===== config.mk =====
export PLATFORM = sky130hd
export DESIGN_NAME = keybank_top
export DESIGN_NICKNAME = d
export VERILOG_FILES = /design/src/rtl/keybank_pkg.sv /design/src/rtl/keybank_ctrl.sv /design/src/rtl/keybank_datapath.sv /design/src/rtl/keybank_top.sv
export SDC_FILE = /design/constraint.sdc
export NUM_CORES = 1
export LEC_CHECK = 0
export BUFFER_PORTS_ARGS = -buffer_cell sky130_fd_sc_hd__buf_2
export CELL_PAD_IN_SITES_DETAIL_PLACEMENT = 1
export CELL_PAD_IN_SITES_GLOBAL_PLACEMENT = 2
export CORE_UTILIZATION = 34
export CTS_CLUSTER_DIAMETER = 100
export DETAILED_ROUTE_END_ITERATION = 16
export HOLD_SLACK_MARGIN = 0.02
export PLACE_DENSITY_LB_ADDON = 0.1
export SYNTH_ARGS = -nofsm -noshare
export SYNTH_HDL_FRONTEND = slang
export SYNTH_SLANG_ARGS = --single-unit

===== constraint.sdc =====
create_clock -name clk -period 2.8 [get_ports clk]
set_input_delay 0.14 -clock clk [delete_from_list [all_inputs] [get_ports clk]]
set_output_delay 0.14 -clock clk [all_outputs]
set_load 0.02 [all_outputs]

===== src/rtl/keybank_pkg.sv =====
`timescale 1ns/1ps
package keybank_pkg;

  typedef enum logic [1:0] {
    KS_LOCKED = 2'd0,
    KS_HALF   = 2'd1,
    KS_OPEN   = 2'd2
  } kickState_t;

  typedef struct packed {
    logic wrLock;
    logic wrDev;
    logic wrOnce;
    logic wrRst;
    logic blocked;
  } bankStrobe_t;

endpackage


===== src/rtl/keybank_ctrl.sv =====
`timescale 1ns/1ps
module keybank_ctrl
  import keybank_pkg::*;
#(
  parameter int ADDR_W = 8,
  parameter int DATA_W = 32,
  parameter logic [ADDR_W-1:0] KICK_A_ADDR = 8'h10,
  parameter logic [ADDR_W-1:0] KICK_B_ADDR = 8'h14,
  parameter logic [ADDR_W-1:0] LOCK_ADDR   = 8'h20,
  parameter logic [ADDR_W-1:0] DEV_ADDR    = 8'h24,
  parameter logic [ADDR_W-1:0] ONCE_ADDR   = 8'h28,
  parameter logic [ADDR_W-1:0] RST_ADDR    = 8'h2C,
  parameter logic [DATA_W-1:0] KEY_A       = 32'h83E70B13,
  parameter logic [DATA_W-1:0] KEY_B       = 32'h95A4F1E0
) (
  input  logic              clk,
  input  logic              rstN,
  input  logic [ADDR_W-1:0] addr,
  input  logic [DATA_W-1:0] wdata,
  input  logic              wr,
  input  logic              lockOk,
  output bankStrobe_t       strb,
  output logic              unlocked,
  output logic              errFlag
);

  kickState_t state, stateNext;
  logic hitKickA, hitKickB, hitLock, hitDev, hitOnce, hitRst, hitProt, open;

  assign hitKickA = (addr == KICK_A_ADDR);
  assign hitKickB = (addr == KICK_B_ADDR);
  assign hitLock  = (addr == LOCK_ADDR);
  assign hitDev   = (addr == DEV_ADDR);
  assign hitOnce  = (addr == ONCE_ADDR);
  assign hitRst   = (addr == RST_ADDR);
  assign hitProt  = hitLock | hitDev | hitOnce | hitRst;

  // Kick handshake: first key arms, second key opens, anything else relocks
  always_comb begin
    stateNext = state;
    if (wr) begin
      if (hitKickA)
        stateNext = (wdata == KEY_A) ? KS_HALF : KS_LOCKED;
      else if (hitKickB)
        stateNext = (wdata == KEY_B && state != KS_LOCKED) ? KS_OPEN : KS_LOCKED;
      else if (state == KS_HALF)
        stateNext = KS_LOCKED;
    end
  end

  always_ff @(posedge clk or negedge rstN) begin
    if (!rstN) state <= KS_LOCKED;
    else       state <= stateNext;
  end

  assign unlocked = (state == KS_OPEN);
  assign open     = wr & unlocked;

  always_comb begin
    strb.wrLock  = open & hitLock;
    strb.wrDev   = open & hitDev & lockOk;
    strb.wrOnce  = open & hitOnce;
    strb.wrRst   = open & hitRst;
    strb.blocked = wr & hitProt & (~unlocked | (hitDev & ~lockOk));
  end

  always_ff @(posedge clk or negedge rstN) begin
    if (!rstN)            errFlag <= 1'b0;
    else if (strb.blocked) errFlag <= 1'b1;
  end

endmodule


===== src/rtl/keybank_datapath.sv =====
`timescale 1ns/1ps
module keybank_datapath
  import keybank_pkg::*;
#(
  parameter int ADDR_W      = 8,
  parameter int DATA_W      = 32,
  parameter int NUM_LOW_DEV = 12,
  parameter int FIELD_W     = 2,
  parameter int ONCE_W      = 8,
  parameter int REV_W       = 4,
  parameter logic [REV_W-1:0] REV_VALUE = 4'h3,
  parameter int RST_BIT     = 18,
  parameter logic [ADDR_W-1:0] REV_ADDR    = 8'h08,
  parameter logic [ADDR_W-1:0] KICK_A_ADDR = 8'h10,
  parameter logic [ADDR_W-1:0] LOCK_ADDR   = 8'h20,
  parameter logic [ADDR_W-1:0] DEV_ADDR    = 8'h24,
  parameter logic [ADDR_W-1:0] ONCE_ADDR   = 8'h28,
  parameter logic [ADDR_W-1:0] RST_ADDR    = 8'h2C,
  parameter logic [DATA_W-1:0] LOCK_KEY    = 32'h0F0A0B00
) (
  input  logic                   clk,
  input  logic                   rstN,
  input  logic [ADDR_W-1:0]      addr,
  input  logic [DATA_W-1:0]      wdata,
  input  logic                   rd,
  input  bankStrobe_t            strb,
  input  logic                   unlocked,
  output logic                   lockOk,
  output logic [DATA_W-1:0]      rdata,
  output logic [NUM_LOW_DEV:0]   devEnable,
  output logic [ONCE_W-1:0]      onceCfg,
  output logic                   rmiiReset
);

  localparam int LOW_SPAN = NUM_LOW_DEV * FIELD_W;
  localparam int GAP_W    = DATA_W - FIELD_W - LOW_SPAN;
  localparam logic [FIELD_W-1:0] LOW_EN_VAL = FIELD_W'(1);
  localparam logic [FIELD_W-1:0] TOP_EN_VAL = '1;

  logic [DATA_W-1:0]   lockReg;
  logic [LOW_SPAN-1:0] devLow;
  logic [FIELD_W-1:0]  devTop;
  logic [ONCE_W-1:0]   onceReg;
  logic                onceDone;
  logic                rstBit;
  logic [DATA_W-1:0]   readMux;

  always_ff @(posedge clk or negedge rstN) begin
    if (!rstN) begin
      lockReg  <= '0;
      devLow   <= '0;
      devTop   <= '0;
      onceReg  <= '0;
      onceDone <= 1'b0;
      rstBit   <= 1'b0;
    end else begin
      if (strb.wrLock) lockReg <= wdata;
      if (strb.wrDev) begin
        devLow <= wdata[LOW_SPAN-1:0];
        if (wdata[DATA_W-1 -: FIELD_W] == TOP_EN_VAL) devTop <= TOP_EN_VAL;
      end
      if (strb.wrOnce && !onceDone) begin
        onceReg  <= wdata[ONCE_W-1:0];
        onceDone <= 1'b1;
      end
      if (strb.wrRst) rstBit <= wdata[RST_BIT];
    end
  end

  assign lockOk = (lockReg == LOCK_KEY);

  for (genvar i = 0; i < NUM_LOW_DEV; i++) begin : g_lowEn
    assign devEnable[i] = (devLow[i*FIELD_W +: FIELD_W] == LOW_EN_VAL);
  end
  assign devEnable[NUM_LOW_DEV] = (devTop == TOP_EN_VAL);

  assign onceCfg   = onceReg;
  assign rmiiReset = rstBit;

  always_comb begin
    readMux = '0;
    case (addr)
      REV_ADDR:    readMux = {REV_VALUE, {(DATA_W-REV_W){1'b0}}};
      KICK_A_ADDR: readMux = DATA_W'(unlocked);
      LOCK_ADDR:   readMux = lockReg;
      DEV_ADDR:    readMux = {devTop, {GAP_W{1'b0}}, devLow};
      ONCE_ADDR:   readMux = {onceDone, {(DATA_W-1-ONCE_W){1'b0}}, onceReg};
      RST_ADDR:    readMux = DATA_W'(rstBit) << RST_BIT;
      default:     readMux = '0;
    endcase
  end

  assign rdata = rd ? readMux : '0;

endmodule


===== src/rtl/keybank_top.sv =====
`timescale 1ns/1ps
module keybank_top
  import keybank_pkg::*;
#(
  parameter int ADDR_W      = 8,
  parameter int DATA_W      = 32,
  parameter int NUM_LOW_DEV = 12,
  parameter int FIELD_W     = 2,
  parameter int ONCE_W      = 8,
  parameter int REV_W       = 4,
  parameter logic [REV_W-1:0] REV_VALUE = 4'h3,
  parameter int RST_BIT     = 18,
  parameter logic [ADDR_W-1:0] REV_ADDR    = 8'h08,
  parameter logic [ADDR_W-1:0] KICK_A_ADDR = 8'h10,
  parameter logic [ADDR_W-1:0] KICK_B_ADDR = 8'h14,
  parameter logic [ADDR_W-1:0] LOCK_ADDR   = 8'h20,
  parameter logic [ADDR_W-1:0] DEV_ADDR    = 8'h24,
  parameter logic [ADDR_W-1:0] ONCE_ADDR   = 8'h28,
  parameter logic [ADDR_W-1:0] RST_ADDR    = 8'h2C,
  parameter logic [DATA_W-1:0] KEY_A       = 32'h83E70B13,
  parameter logic [DATA_W-1:0] KEY_B       = 32'h95A4F1E0,
  parameter logic [DATA_W-1:0] LOCK_KEY    = 32'h0F0A0B00
) (
  input  logic                 clk,
  input  logic                 rstN,
  input  logic [ADDR_W-1:0]    addr,
  input  logic [DATA_W-1:0]    wdata,
  input  logic                 wr,
  input  logic                 rd,
  output logic [DATA_W-1:0]    rdata,
  output logic [NUM_LOW_DEV:0] devEnable,
  output logic [ONCE_W-1:0]    onceCfg,
  output logic                 rmiiReset,
  output logic                 errFlag
);

  bankStrobe_t strb;
  logic        unlocked;
  logic        lockOk;

  keybank_ctrl #(
    .ADDR_W(ADDR_W), .DATA_W(DATA_W),
    .KICK_A_ADDR(KICK_A_ADDR), .KICK_B_ADDR(KICK_B_ADDR),
    .LOCK_ADDR(LOCK_ADDR), .DEV_ADDR(DEV_ADDR),
    .ONCE_ADDR(ONCE_ADDR), .RST_ADDR(RST_ADDR),
    .KEY_A(KEY_A), .KEY_B(KEY_B)
  ) u_ctrl (
    .clk(clk), .rstN(rstN), .addr(addr), .wdata(wdata), .wr(wr),
    .lockOk(lockOk), .strb(strb), .unlocked(unlocked), .errFlag(errFlag)
  );

  keybank_datapath #(
    .ADDR_W(ADDR_W), .DATA_W(DATA_W), .NUM_LOW_DEV(NUM_LOW_DEV),
    .FIELD_W(FIELD_W), .ONCE_W(ONCE_W), .REV_W(REV_W), .REV_VALUE(REV_VALUE),
    .RST_BIT(RST_BIT), .REV_ADDR(REV_ADDR), .KICK_A_ADDR(KICK_A_ADDR),
    .LOCK_ADDR(LOCK_ADDR), .DEV_ADDR(DEV_ADDR), .ONCE_ADDR(ONCE_ADDR),
    .RST_ADDR(RST_ADDR), .LOCK_KEY(LOCK_KEY)
  ) u_dp (
    .clk(clk), .rstN(rstN), .addr(addr), .wdata(wdata), .rd(rd),
    .strb(strb), .unlocked(unlocked), .lockOk(lockOk), .rdata(rdata),
    .devEnable(devEnable), .onceCfg(onceCfg), .rmiiReset(rmiiReset)
  );

endmodule


==> flow_metrics.env <==
export IMPL_fin_nets=458
export IMPL_hold_path_end="u_dp.lockReg[21]"
export IMPL_synth_edff_count=0
export IMPL_numCtsBuffers=9
export IMPL_grt_pass1_vias=3144
export IMPL_cts_setup_buffers=0
export IMPL_cts_resized=0
export IMPL_slowest_delay_ns=0.60
export IMPL_worst_r2r_cell_count=5
export IMPL_place_gp_congestion=0.741
export IMPL_clockBufferDepth=2
export IMPL_clock_latency_ns=0.35
export IMPL_holdPathStages=2
export IMPL_arrival_ns=2.73
export IMPL_fin_worst_skew_ns=0.00947
export IMPL_path_class="flop to flop"
export IMPL_p_sw_uw=491
export IMPL_path_clk_slew_ns=0.07
export IMPL_cap_violations=0
export IMPL_drive_above_1_share_pct=39.1
export IMPL_drcViolationCount=0
export IMPL_fin_crit_sh_pct=89.1
export IMPL_cts_root_buf="clkbuf_8"
export IMPL_insertedDiodeCount=0
export IMPL_portBuffers=98
export IMPL_timing_fmax_mhz=401
export IMPL_dp_hpwl_um=7960
export IMPL_setup_violations=0
export IMPL_num_fill_cells=1165
export IMPL_antenna_found_initial=0
export IMPL_start_util_pct=35.2
export IMPL_final_util_pct=45.1
export IMPL_rsz0062_at_grt="false"
export IMPL_crit_chain="nor4b_1 > nand4_1 > nor3_4 > buf_4 > mux2_2"
export IMPL_dieArea_um2=11100
export IMPL_syn_area_um2=3650
export IMPL_hold_class="primary input to flop"
export IMPL_fp_dieW_um=106
export IMPL_tightest_slew_ns=0.693
export IMPL_placed_area_um2=4300
export IMPL_drt_first_pass_iters=4
export IMPL_grt_max_degree=44
export IMPL_die_h_um=106
export IMPL_min_from="wdata[21]"
export IMPL_ys_types=46
export IMPL_drtIter0Drc=117
export IMPL_synth_async_sr_flop_share_pct=100
export IMPL_slew_viol_final=0
export IMPL_leakagePower_uw=0.00238
export IMPL_finalCriticalPeriod_ns=2.50
export IMPL_grt_ovfl_total=0
export IMPL_syn_nets=348
export IMPL_core_um2=10400
export IMPL_syn_inst=304
export IMPL_num_rows=37
export IMPL_setup_tns_ns=0
export IMPL_seqPwrFrac_pct=44.4
export IMPL_reg2reg_slack_ns=0.30
export IMPL_yosysWarnings=0
export IMPL_synth_compound_area_share_pct=8.02
export IMPL_syn_area_per_cell_um2=12.0
export IMPL_ir_drop_mv=0.182
export IMPL_dr_total_vias=2999
export IMPL_avgRoutedWirePerCell_um=19.8
export IMPL_cp_end_kind="flop"
export IMPL_area_growth_pct=28.3
export IMPL_htreeDepth=3
export IMPL_critPathSlowestCell="nor4b_1"
export IMPL_layout_commonest_cell="buf_2"
export IMPL_required_ns=3.04
export IMPL_internal_power_uw=1800
export IMPL_grt_pass1_wl_um=17700
export IMPL_dp_cells=529
export IMPL_path_delay_family="simple AND/OR/NAND/NOR gates"
export IMPL_rr_endpoint="u_dp.devLow[19]"
export IMPL_hold_violations=0
export IMPL_ys_flop_type="dfrtp_1"
export IMPL_synth_top_family_by_area="multiplexers"
export IMPL_cp_start_kind="flop"
export IMPL_power_frac_clock_pct=49.6
export IMPL_pwr_share_comb_pct=6.0
export IMPL_io_pins=99
export IMPL_slew_headroom_pct=53.8
export IMPL_status="complete, no violations"
export IMPL_ys_seq_area_share_pct=48.0
export IMPL_synthAdderAreaFrac_pct=0
export IMPL_tritoncts="done"
export IMPL_drt_vias_per_instance=5.40
export IMPL_synth_xor_xnor_area_share_pct=0.240
export IMPL_routed_wirelength_um=11000
export IMPL_critPathBufInv=1
export IMPL_grt_usage_pct=21.1
export IMPL_synth_simple_area_share_pct=18.4
export IMPL_r2r_start="u_dp.lockReg[13]"
export IMPL_finalNonFillerCells=555
export IMPL_worstPathMaxFanout=25
export IMPL_mostFrequentLayoutCells="buf_2 (98), dfrtp_1 (70), mux2_1 (34), mux2_2 (32), nor2_1 (28)"
export IMPL_fin_area_um2=4680
export IMPL_p_sw_share_pct=21.4
export IMPL_final_antenna_net_count=0
export IMPL_synthMuxAreaShare_pct=22.6
export IMPL_clock_sinks=70
export IMPL_synth_seq_cells=70
export IMPL_power_density_nw_per_um2=489
## cell type report
class / count / area, µm² / share of cell area (%)
multi-input cells: 216 / 1800 / 38.5
repair buffers: 115 / 668 / 14.3
well taps: 136 / 170 / 3.63
clock buffers: 11 / 151 / 3.23
flip-flops and latches: 70 / 1750 / 37.4
inverters: 2 / 7.51 / 0.160
clock inverters: 5 / 129 / 2.75
## cells by family (layout without fill, tap and decap cells)
| logic type | after synthesis | after routing |
|---|---|---|
| AOI/OAI and AO/OA | 38 | 38 |
| and+or+nand+nor | 103 | 103 |
| buffers and inverters | 18 | 133 |
| muxes | 74 | 74 |
| DFF | 70 | 70 |
| xor gates and xnor gates | 1 | 1 |
## worst reg2reg max path, cell delays in order, from the launching register on
cell     delay, ns
dfrtp_1       0.40
nor4b_1       0.60
nand4_1       0.34
nor3_4        0.25
buf_4         0.40
mux2_2        0.40
## how the worst max path moves through the flow
stage | from | endpoint | slack [ns] | depth (start not counted)
2_1_floorplan | u_dp.lockReg[13] | u_dp.devLow[10] | 0.87 | 5
3_3_place_gp | u_dp.lockReg[13] | u_dp.devLow[3] | 0.41 | 5
3_5_place_dp | u_dp.lockReg[13] | u_dp.devLow[22] | 0.41 | 5
4_1_cts | u_dp.lockReg[13] | u_dp.devLow[19] | 0.39 | 5
5_1_grt | u_dp.lockReg[12] | u_dp.devLow[12] | 0.19 | 5
6_report | u_dp.lockReg[13] | u_dp.devLow[19] | 0.30 | 5
## layer usage
| layer | up-vias | track usage, % | wire length, µm |
|---|---|---|---|
| met3 | 13 | 4.02 | 405 |
| met4 | 0 | 7.24 | 166 |
| met5 | - | 0 | 0 |
| met2 | 62 | 32.4 | 5070 |
| li1 | 1370 | - | - |
| met1 | 1554 | 29.7 | 5360 |
## Yosys cell counts (all sizes together), types with 2 or more instances
| cell type | number | area, µm² |
|---|---|---|
| o2111ai | 2 | 17.5 |
| nand4b | 2 | 17.5 |
| clkbuf | 7 | 26.3 |
| nor4b | 10 | 109 |
| dfrtp | 70 | 1750 |
| a22oi | 16 | 120 |
| o21ai | 3 | 18.8 |
| and3 | 5 | 31.3 |
| and3b | 2 | 17.5 |
| nor3 | 5 | 57.6 |
| a2bb2oi | 8 | 70.1 |
| nand2 | 9 | 36.3 |
| inv | 2 | 7.51 |
| a21oi | 3 | 15.0 |
| and4b | 3 | 30.0 |
| buf | 9 | 65.1 |
| nand3 | 3 | 15.0 |
| mux2i | 8 | 80.1 |
| or3 | 2 | 12.5 |
| nand4 | 7 | 43.8 |
| nor2 | 28 | 105 |
| nor2b | 13 | 81.3 |
| nor4 | 4 | 25.0 |
| nor4bb | 4 | 40.0 |
| or4 | 3 | 22.5 |
| mux2 | 66 | 743 |
## power groups by stage
stage	clock (µW)	sequential (µW)	combinational (µW)
6_report	1130	1010	138
5_1_grt	1210	1010	151
4_1_cts	1170	1010	140
3_5_place_dp	0	1030	129
3_3_place_gp	0	1030	128
2_1_floorplan	0	1040	30.0
## stage by stage
stage	setup WS, ns	total power (µW)	hold slack (ns)
2_1_floorplan	0.872	1070	-0.156
3_3_place_gp	0.412	1160	0.217
3_5_place_dp	0.409	1160	0.223
4_1_cts	0.387	2320	0.0424
5_1_grt	0.187	2370	0.0456
6_report	0.305	2290	0.0607
## state kept, by name, indices dropped and copies added (netlist names)
name,flops
u_dp.devLow,24
u_dp.onceDone,1
u_ctrl.state,2
u_dp.devTop,1
u_ctrl.errFlag,1
u_dp.lockReg,32
u_dp.onceCfg,8
u_dp.rmiiReset,1
## repair_timing
action / CTS / global route
hold buffers: 10 / 0
hold endpoints to repair: 37 / 0
setup endpoints to repair: 0 / 0
Power figures use the tool's default switching activity.
